==> src/rtl/sensor_regbank_pkg.sv <==
package sensor_regbank_pkg;

    typedef logic [7:0] byte_t;

    // read-side addresses
    localparam byte_t RA_LOC_T   = 8'h00;
    localparam byte_t RA_REM_T   = 8'h01;
    localparam byte_t RA_CFG     = 8'h03;
    localparam byte_t RA_RATE    = 8'h04;
    localparam byte_t RA_LOC_HI  = 8'h05;
    localparam byte_t RA_LOC_LO  = 8'h06;
    localparam byte_t RA_REM_HI  = 8'h07;
    localparam byte_t RA_REM_LO  = 8'h08;
    localparam byte_t RA_ID      = 8'hFE;
    localparam byte_t RA_REV     = 8'hFF;

    // write-side addresses
    localparam byte_t WA_CFG     = 8'h09;
    localparam byte_t WA_RATE    = 8'h0A;
    localparam byte_t WA_LOC_HI  = 8'h0B;
    localparam byte_t WA_LOC_LO  = 8'h0C;
    localparam byte_t WA_REM_HI  = 8'h0D;
    localparam byte_t WA_REM_LO  = 8'h0E;
    localparam byte_t WA_TRIGGER = 8'h0F;

    // shared read/write address
    localparam byte_t XA_OFFSET  = 8'h11;

    localparam int RATE_W = 3;

    typedef struct packed {
        byte_t             cfg;
        logic [RATE_W-1:0] rate;
        byte_t             loc_hi;
        byte_t             loc_lo;
        byte_t             rem_hi;
        byte_t             rem_lo;
        byte_t             offset;
        byte_t             loc_t;
        byte_t             rem_t;
    } bank_t;

    typedef struct packed {
        logic cfg;
        logic rate;
        logic loc_hi;
        logic loc_lo;
        logic rem_hi;
        logic rem_lo;
        logic offset;
        logic trigger;
    } wstb_t;

    localparam bank_t BANK_RESET = '{
        cfg:    8'h00,
        rate:   3'd2,
        loc_hi: 8'h7F,
        loc_lo: 8'hC9,
        rem_hi: 8'h7F,
        rem_lo: 8'hC9,
        offset: 8'h00,
        loc_t:  8'h80,
        rem_t:  8'h80
    };

    function automatic wstb_t decode_write(input byte_t addr, input logic en);
        wstb_t s;
        s = '0;
        if (en) begin
            case (addr)
                WA_CFG:     s.cfg     = 1'b1;
                WA_RATE:    s.rate    = 1'b1;
                WA_LOC_HI:  s.loc_hi  = 1'b1;
                WA_LOC_LO:  s.loc_lo  = 1'b1;
                WA_REM_HI:  s.rem_hi  = 1'b1;
                WA_REM_LO:  s.rem_lo  = 1'b1;
                XA_OFFSET:  s.offset  = 1'b1;
                WA_TRIGGER: s.trigger = 1'b1;
                default:    s         = '0;
            endcase
        end
        return s;
    endfunction

endpackage

==> src/rtl/regbank_ptr.sv <==
module regbank_ptr
    import sensor_regbank_pkg::*;
(
    input  logic  clk,
    input  logic  rst,
    input  logic  start_i,
    input  logic  wr_en_i,
    input  byte_t wr_data_i,
    output byte_t ptr_o,
    output logic  data_we_o
);
    logic  armed_q;
    logic  ptr_byte;
    byte_t ptr_q;

    assign ptr_byte  = wr_en_i & (start_i | armed_q);
    assign data_we_o = wr_en_i & ~ptr_byte;
    assign ptr_o     = ptr_q;

    always_ff @(posedge clk) begin
        if (rst) begin
            ptr_q   <= 8'h00;
            armed_q <= 1'b1;
        end else begin
            if (wr_en_i)      armed_q <= 1'b0;
            else if (start_i) armed_q <= 1'b1;
            if (ptr_byte)     ptr_q   <= wr_data_i;
        end
    end

    AST_PTR_LOAD_ON_START: assert property (@(posedge clk) disable iff (rst)
        (wr_en_i && start_i) |=> (ptr_o == $past(wr_data_i)));
    AST_PTR_HOLD_ON_DATA: assert property (@(posedge clk) disable iff (rst)
        data_we_o |=> $stable(ptr_o));
    AST_PTR_IDLE_HOLD: assert property (@(posedge clk) disable iff (rst)
        !wr_en_i |=> $stable(ptr_o));
endmodule

==> src/rtl/regbank_store.sv <==
module regbank_store
    import sensor_regbank_pkg::*;
(
    input  logic  clk,
    input  logic  rst,
    input  wstb_t wstb_i,
    input  byte_t wr_data_i,
    input  logic  meas_loc_we_i,
    input  byte_t meas_loc_i,
    input  logic  meas_rem_we_i,
    input  byte_t meas_rem_i,
    output bank_t bank_o,
    output logic  trigger_o
);
    bank_t bank_q;
    logic  trig_q;

    always_ff @(posedge clk) begin
        if (rst) begin
            bank_q <= BANK_RESET;
            trig_q <= 1'b0;
        end else begin
            trig_q <= wstb_i.trigger;
            if (wstb_i.cfg)    bank_q.cfg    <= wr_data_i;
            if (wstb_i.rate)   bank_q.rate   <= wr_data_i[RATE_W-1:0];
            if (wstb_i.loc_hi) bank_q.loc_hi <= wr_data_i;
            if (wstb_i.loc_lo) bank_q.loc_lo <= wr_data_i;
            if (wstb_i.rem_hi) bank_q.rem_hi <= wr_data_i;
            if (wstb_i.rem_lo) bank_q.rem_lo <= wr_data_i;
            if (wstb_i.offset) bank_q.offset <= wr_data_i;
            if (meas_loc_we_i) bank_q.loc_t  <= meas_loc_i;
            if (meas_rem_we_i) bank_q.rem_t  <= meas_rem_i;
        end
    end

    assign bank_o    = bank_q;
    assign trigger_o = trig_q;

    AST_LOC_T_SIDE_ONLY: assert property (@(posedge clk) disable iff (rst)
        !meas_loc_we_i |=> $stable(bank_o.loc_t));
    AST_REM_T_SIDE_ONLY: assert property (@(posedge clk) disable iff (rst)
        !meas_rem_we_i |=> $stable(bank_o.rem_t));
    AST_CFG_NO_STRAY: assert property (@(posedge clk) disable iff (rst)
        !wstb_i.cfg |=> $stable(bank_o.cfg));
    AST_OFFSET_NO_STRAY: assert property (@(posedge clk) disable iff (rst)
        !wstb_i.offset |=> $stable(bank_o.offset));
endmodule

==> src/rtl/regbank_rdmux.sv <==
module regbank_rdmux
    import sensor_regbank_pkg::*;
#(
    parameter byte_t      DEV_ID   = 8'h41,
    parameter logic [3:0] REV_STEP = 4'h1
) (
    input  logic  clk,
    input  logic  rst,
    input  logic  rd_en_i,
    input  byte_t ptr_i,
    input  bank_t bank_i,
    output byte_t rd_data_o
);
    localparam byte_t REV_BYTE = {4'h3, REV_STEP};

    byte_t sel;
    byte_t rd_q;

    always_comb begin
        case (ptr_i)
            RA_LOC_T:  sel = bank_i.loc_t;
            RA_REM_T:  sel = bank_i.rem_t;
            RA_CFG:    sel = bank_i.cfg;
            RA_RATE:   sel = {{(8-RATE_W){1'b0}}, bank_i.rate};
            RA_LOC_HI: sel = bank_i.loc_hi;
            RA_LOC_LO: sel = bank_i.loc_lo;
            RA_REM_HI: sel = bank_i.rem_hi;
            RA_REM_LO: sel = bank_i.rem_lo;
            XA_OFFSET: sel = bank_i.offset;
            RA_ID:     sel = DEV_ID;
            RA_REV:    sel = REV_BYTE;
            default:   sel = 8'h00;
        endcase
    end

    always_ff @(posedge clk) begin
        if (rst)          rd_q <= 8'h00;
        else if (rd_en_i) rd_q <= sel;
    end

    assign rd_data_o = rd_q;

    AST_RD_HOLD: assert property (@(posedge clk) disable iff (rst)
        !rd_en_i |=> $stable(rd_data_o));
    AST_RATE_UPPER_ZERO: assert property (@(posedge clk) disable iff (rst)
        (rd_en_i && ptr_i == RA_RATE) |=> (rd_data_o[7:3] == 5'd0));
    AST_WRITE_ONLY_READS_ZERO: assert property (@(posedge clk) disable iff (rst)
        (rd_en_i && ptr_i >= WA_CFG && ptr_i <= WA_TRIGGER) |=> (rd_data_o == 8'h00));
endmodule

==> src/rtl/sensor_regbank.sv <==
module sensor_regbank
    import sensor_regbank_pkg::*;
#(
    parameter logic [7:0] DEV_ID   = 8'h41,
    parameter logic [3:0] REV_STEP = 4'h1
) (
    input  logic       clk,
    input  logic       rst,
    input  logic       start_i,
    input  logic       wr_en_i,
    input  logic [7:0] wr_data_i,
    input  logic       rd_en_i,
    output logic [7:0] rd_data_o,
    input  logic       meas_loc_we_i,
    input  logic [7:0] meas_loc_i,
    input  logic       meas_rem_we_i,
    input  logic [7:0] meas_rem_i,
    output logic [7:0] cfg_o,
    output logic [2:0] conv_rate_o,
    output logic [7:0] loc_high_o,
    output logic [7:0] loc_low_o,
    output logic [7:0] rem_high_o,
    output logic [7:0] rem_low_o,
    output logic [7:0] rem_offset_o,
    output logic [7:0] loc_temp_o,
    output logic [7:0] rem_temp_o,
    output logic       one_shot_o
);
    byte_t ptr;
    logic  data_we;
    wstb_t wstb;
    bank_t bank;

    regbank_ptr u_ptr (
        .clk       (clk),
        .rst       (rst),
        .start_i   (start_i),
        .wr_en_i   (wr_en_i),
        .wr_data_i (wr_data_i),
        .ptr_o     (ptr),
        .data_we_o (data_we)
    );

    assign wstb = decode_write(ptr, data_we);

    regbank_store u_store (
        .clk           (clk),
        .rst           (rst),
        .wstb_i        (wstb),
        .wr_data_i     (wr_data_i),
        .meas_loc_we_i (meas_loc_we_i),
        .meas_loc_i    (meas_loc_i),
        .meas_rem_we_i (meas_rem_we_i),
        .meas_rem_i    (meas_rem_i),
        .bank_o        (bank),
        .trigger_o     (one_shot_o)
    );

    regbank_rdmux #(
        .DEV_ID   (DEV_ID),
        .REV_STEP (REV_STEP)
    ) u_rdmux (
        .clk       (clk),
        .rst       (rst),
        .rd_en_i   (rd_en_i),
        .ptr_i     (ptr),
        .bank_i    (bank),
        .rd_data_o (rd_data_o)
    );

    assign cfg_o        = bank.cfg;
    assign conv_rate_o  = bank.rate;
    assign loc_high_o   = bank.loc_hi;
    assign loc_low_o    = bank.loc_lo;
    assign rem_high_o   = bank.rem_hi;
    assign rem_low_o    = bank.rem_lo;
    assign rem_offset_o = bank.offset;
    assign loc_temp_o   = bank.loc_t;
    assign rem_temp_o   = bank.rem_t;

    AST_ONESHOT_FROM_BUS: assert property (@(posedge clk) disable iff (rst)
        one_shot_o |-> $past(wr_en_i && !start_i));
    AST_PTR_BYTE_NO_STORE: assert property (@(posedge clk) disable iff (rst)
        (wr_en_i && start_i) |=> ($stable(cfg_o) && $stable(loc_high_o) && $stable(rem_offset_o)));
endmodule

==> config.mk <==
export PLATFORM = sky130hd
export DESIGN_NAME = sensor_regbank
export DESIGN_NICKNAME = d
export VERILOG_FILES = /design/src/rtl/sensor_regbank_pkg.sv /design/src/rtl/regbank_ptr.sv /design/src/rtl/regbank_store.sv /design/src/rtl/regbank_rdmux.sv /design/src/rtl/sensor_regbank.sv
export SDC_FILE = /design/constraint.sdc
export NUM_CORES = 1
export LEC_CHECK = 0
export BUFFER_PORTS_ARGS = -buffer_cell sky130_fd_sc_hd__buf_2
export CAP_MARGIN = 20
export CORE_MARGIN = 2
export CORE_UTILIZATION = 47
export DETAILED_ROUTE_END_ITERATION = 12
export HOLD_SLACK_MARGIN = 0.15
export PLACE_DENSITY_LB_ADDON = 0.05
export SYNTH_ARGS = -nofsm -noshare
export SYNTH_HDL_FRONTEND = slang
export SYNTH_HIERARCHICAL = 1
export SYNTH_SLANG_ARGS = --single-unit
==> constraint.sdc <==
create_clock -name clk -period 1.95 [get_ports clk]
set_clock_uncertainty 0.05 [all_clocks]
set_input_delay 0.195 -clock clk [delete_from_list [all_inputs] [get_ports clk]]
set_output_delay 0.195 -clock clk [all_outputs]
set_load 0.03 [all_outputs]
# Word level (Yosys, flattened, before mapping)

Cells that the tools add are included.

Register bits: 85
Bits in latches: 0
RAM bits: 0
ROM bits: 0
Bits of input ports: 31
Output and inout bits: 76
Word-level logic and storage cells: 50
Memories: 0

Add/subtract/negate cells: 0
$mul: 0
Div/mod/pow operators: 0
Magnitude comparators: 0
Eq/ne operators: 17
Shift operators: 0
Mux-type cells: 12
Bitwise logic cells: 5
Reduce and logical (&&, ||, !) cells: 3

Operators with widths:

| operator             | number |
|---|---|
| $pmux W8 S11         | 1 |
| $eq A8 B4 Y1 const B | 8 |
| $eq A8 B3 Y1 const B | 4 |
| $eq A8 B8 Y1 const B | 2 |
| $mux W1              | 10 |
| $eq A8 B1 Y1 const B | 1 |
| $eq A8 B2 Y1 const B | 1 |
| $eq A8 B5 Y1 const B | 1 |
| $logic_not A8 Y1     | 1 |
| $mux W8              | 1 |
| $and A1 B1 Y1        | 2 |
| $not A1 Y1           | 2 |
| $reduce_bool A2 Y1   | 1 |
| $reduce_or A2 Y1     | 1 |
| $or A1 B1 Y1         | 1 |

# Longest topological paths before layout

Depth after elaboration: 6
Gate-level depth with buffers: 8
Depth with buffers taken out: 6

# Hierarchy

The synthesis kept the hierarchy.

Modules (own cells, without submodules):

| module         | times used | cells each | area an instance (um2) | seq. area each (um2) |
|---|---|---|---|---|
| regbank_store  | 1          | 219        | 2484.9                 | 1361.3 |
| regbank_rdmux  | 1          | 125        | 964.7                  | 160.2 |
| regbank_ptr    | 1          | 39         | 401.6                  | 180.2 |
| sensor_regbank | 1          | 16         | 117.6                  | 0.0 |

# Worst setup path before layout

OpenSTA, ideal clock, no wires.

Path kind: register to register
Start: register u_ptr.armed_q
End: register u_store.bank_q (netlist bit u_store/bank_o[57])
Setup time: 120 ps
Arrival: 1933 ps
Required time: 1780 ps
Slack: -153 ps
Stages on the path, launching flop included: 8
Path buffers: 1
Clock period less this slack: 2103 ps
Cell sequence: dfxtp_1 nor2_1 and2_1 or4b_1 buf_6 nor3_1 and2b_1 a211o_1

RTL lines:

| element                  | line                | text |
|---|---|---|
| start: declaration       | regbank_ptr.sv:12   | `logic armed_q;` |
| start signal: assignment | regbank_ptr.sv:23   | `armed_q <= 1'b1;` |
| start signal: assignment | regbank_ptr.sv:25   | `if (wr_en_i) armed_q <= 1'b0;` |
| start signal: assignment | regbank_ptr.sv:26   | `else if (start_i) armed_q <= 1'b1;` |
| end: declaration         | regbank_store.sv:15 | `bank_t bank_q;` |

==> results.toml <==
[final_layout]
final_layout_size_suffix_gt1_share_pct = 34.7
final_cell_area_um2 = 5300
fin_util_pct = 64.5
fin_nets = 585
antenna_cells = 0
syn2layout_area_growth_pct = 33.6

[place]
portBuffers = 106
place_congestion = 0.934
dp_hpwl_um = 8180
place_area_um2 = 4720
pre_cts_slack_ns = -0.148

[global_routing]
antenna_found_initial = 0
met3_usage_pct = 5.09
grt_use_met2_pct = 41.7
grt_max_degree = 64
grtUsageMet1_pct = 37.2
busiest_layer = "met2"
overflow = 0
grtUsageTotal_pct = 26.4
grt_pass1_vias = 3353
grt_pass1_wl_um = 18000

[pwr]
leakage_nw = 2.23
internal_power_w = 0.00246
power_frac_clock_pct = 33.1
ir_drop_v = 0.000324
power_density_nw_per_um2 = 657
power_frac_comb_pct = 15.2
switching_share_pct = 29.4
p_seq_share_pct = 51.7
switchingPower_w = 0.00102

[synth]
synth_area_um2 = 3970
ys_seq_area_share_pct = 42.9
async_reset_ff_share_pct = 0
synth_cell_types = 48
synth_edf_count = 0
mappedNetlistNets = 430
ys_warn_count = 6
synth.avg_cell_area_um2 = 9.95
synthCells = 399
synth-main-ff-cell = "dfxtp_1"
ys_seq_elements = 85

[sta]
worst_slack_ns = -0.183
fin_setup_tns_ns = -3.69
slew_headroom_pct = 58.8
worstMarginPinSlew_ns = 0.618
setup_violations = 51
period_needed_ns = 2.13
fin_crit_sh_pct = 109
rsz0062_at_grt = "true"
max_freq_ghz = 0.469
slew_violations = 0
hold_violations = 0

[clocking]
cts.sinks = 85
clk_path_buf_depth = 2
clkLatencyLatePin_ns = 0.36
h-tree-depth = 3
cts_tree = "built"
clk_pin_slew_ns = 0.09
cts_inserted_buffers = 9
ctsRootBufferMaster = "clkbuf_8"

[die]
rows = 33
io_pins = 107
die_height_um = 95.9
start_util_pct = 48.3
coreArea_um2 = 8220
fp.dieW_um = 95.9
dieArea_um2 = 9190

[worst_setup_path]
worstSetupEndpointType = "flip-flop"
critPathRequiredTime_ns = 2.15
cp_cell_sequence = "nor2_2 -> and2_4 -> or4b_4 -> buf_12 -> buf_4 -> nor3_4 -> and2b_1 -> a211o_1"
crit_path_top_delay_cell = "or4b_4"
cpPeakStageDelay_ns = 0.47
worst-path-max-fanout = 8
start_kind = "flip-flop"
worstSetupPathType = "reg2reg"
crit_arrival_ns = 2.33

[route]
wirelength_um = 12000
final_antenna_net_count = 0
post-route-drc-count = 0
via_count = 3616
vias_per_cell = 5.45
dr.pass1.iters = 5
routedWlPerCell_um = 18.1
drtIter0Drc = 217

[job]
drv_cap = 0

[hold_path]
hp-class = "in2reg"

[run_status]
status = "finished with violations"
violations = "negative setup slack"
==> cells by family after synthesis <==
group,after synthesis,synth area share (%)
AND/OR/NAND/NOR,144,19.8
buffers and inverters,31,5.96
flip-flops,85,42.9
AO/OA/AOI/OAI,77,14.9
multiplexers,62,16.4
==> Yosys cell counts (7+ instances only) <==
library cell / number / share of area (%)
a211o_1: 29 / 6.4
a21oi_1: 7 / 0.88
and2b_1: 9 / 1.7
buf_2: 8 / 1.0
buf_4: 7 / 1.3
buf_6: 11 / 3.1
dfxtp_1: 85 / 43
mux2i_1: 55 / 14
nand2_1: 14 / 1.3
nand2b_1: 19 / 3.0
nor2_1: 50 / 4.7
nor2b_1: 16 / 2.5
nor3_1: 8 / 1.0
o21ai_1: 7 / 0.88
==> placed cells by master (no fill, tap or decap), drive strengths merged, types with 9 or more instances in the layout <==
| cell | n |
|---|---|
| nor3 | 9 |
| nor2b | 16 |
| dlygate4sd3 | 18 |
| mux2i | 55 |
| clkbuf | 10 |
| buf | 155 |
| o21ai | 9 |
| nand2b | 19 |
| nor2 | 50 |
| and2b | 11 |
| nand2 | 14 |
| dfxtp | 85 |
| a211o | 29 |
==> registers in the layout, summed over array words and instances, names as in the netlist <==
register,count
u_store/trigger_o,1
u_ptr/ptr_o,8
u_rdmux/rd_data_o,8
u_store/bank_o,67
u_ptr/armed_q,1
==> path summary, 6_finish.rpt <==
| check | start | endpoint | slack [ns] | depth (start not counted) |
|---|---|---|---|---|
| max | u_ptr/armed_q | u_store/bank_o[57] | -0.18 | 8 |
| min | wr_data_i[3] | u_ptr/ptr_o[3] | 0.16 | 3 |
| max reg2reg | u_ptr/armed_q | u_store/bank_o[57] | -0.18 | 8 |
| min reg2reg | u_rdmux/rd_data_o[2] | u_rdmux/rd_data_o[2] | 0.40 | 2 |
==> metal layers <==
layer | routed length (µm) | vias up
met3 | 706 | 12
met5 | 0 | -
met4 | 117 | 0
li1 | - | 1745
met1 | 5530 | 1728
met2 | 5670 | 131
==> critical path, delay by kind of cell (launching register included) <==
| family | cells | cell delay (ns) |
|---|---|---|
| compound gates | 1 | 0.21 |
| simple gates | 5 | 1.13 |
| buf+inv | 2 | 0.31 |
| flops | 1 | 0.33 |
==> power by group through the flow <==
stage	logic [W]	clock network, W	registers [W]
6_report	0.000529	0.00115	0.00180
5_1_grt	0.000574	0.00126	0.00181
4_1_cts	0.000515	0.00118	0.00180
3_5_place_dp	0.000480	0	0.00184
3_3_place_gp	0.000476	0	0.00184
2_1_floorplan	0.000255	0	0.00189
==> area by class of cell <==
type	instances	area, µm²
clock buffers	10	128
repair buffers	173	1180
flip-flops and latches	85	1700
inverters	2	7.51
well taps	105	131
fillers	745	2910
multi-input cells	283	2110
clock inverters	6	47.5
==> what timing repair did <==
| action | in CTS | in global routing |
|---|---|---|
| endpoints found under the hold margin | 20 | 0 |
| resized for setup | 23 | 13 |
| setup buffers | 5 | 7 |
| endpoints found under the setup margin | 51 | 56 |
| gates cloned | 2 | 1 |
| hold buffers | 18 | 0 |
| pin swaps | 5 | 0 |
==> through the flow <==
stage / total power (W) / hold WS, ns / std cells
final: 0.00348 / 0.164 / 664
after global routing: 0.00364 / 0.151 / 664
after CTS: 0.00350 / 0.153 / 656
after detailed placement: 0.00232 / 0.363 / 615
after global placement: 0.00232 / 0.349 / 615
after floorplan: 0.00215 / 0.248 / 399
(Power assumes the default switching activity.)
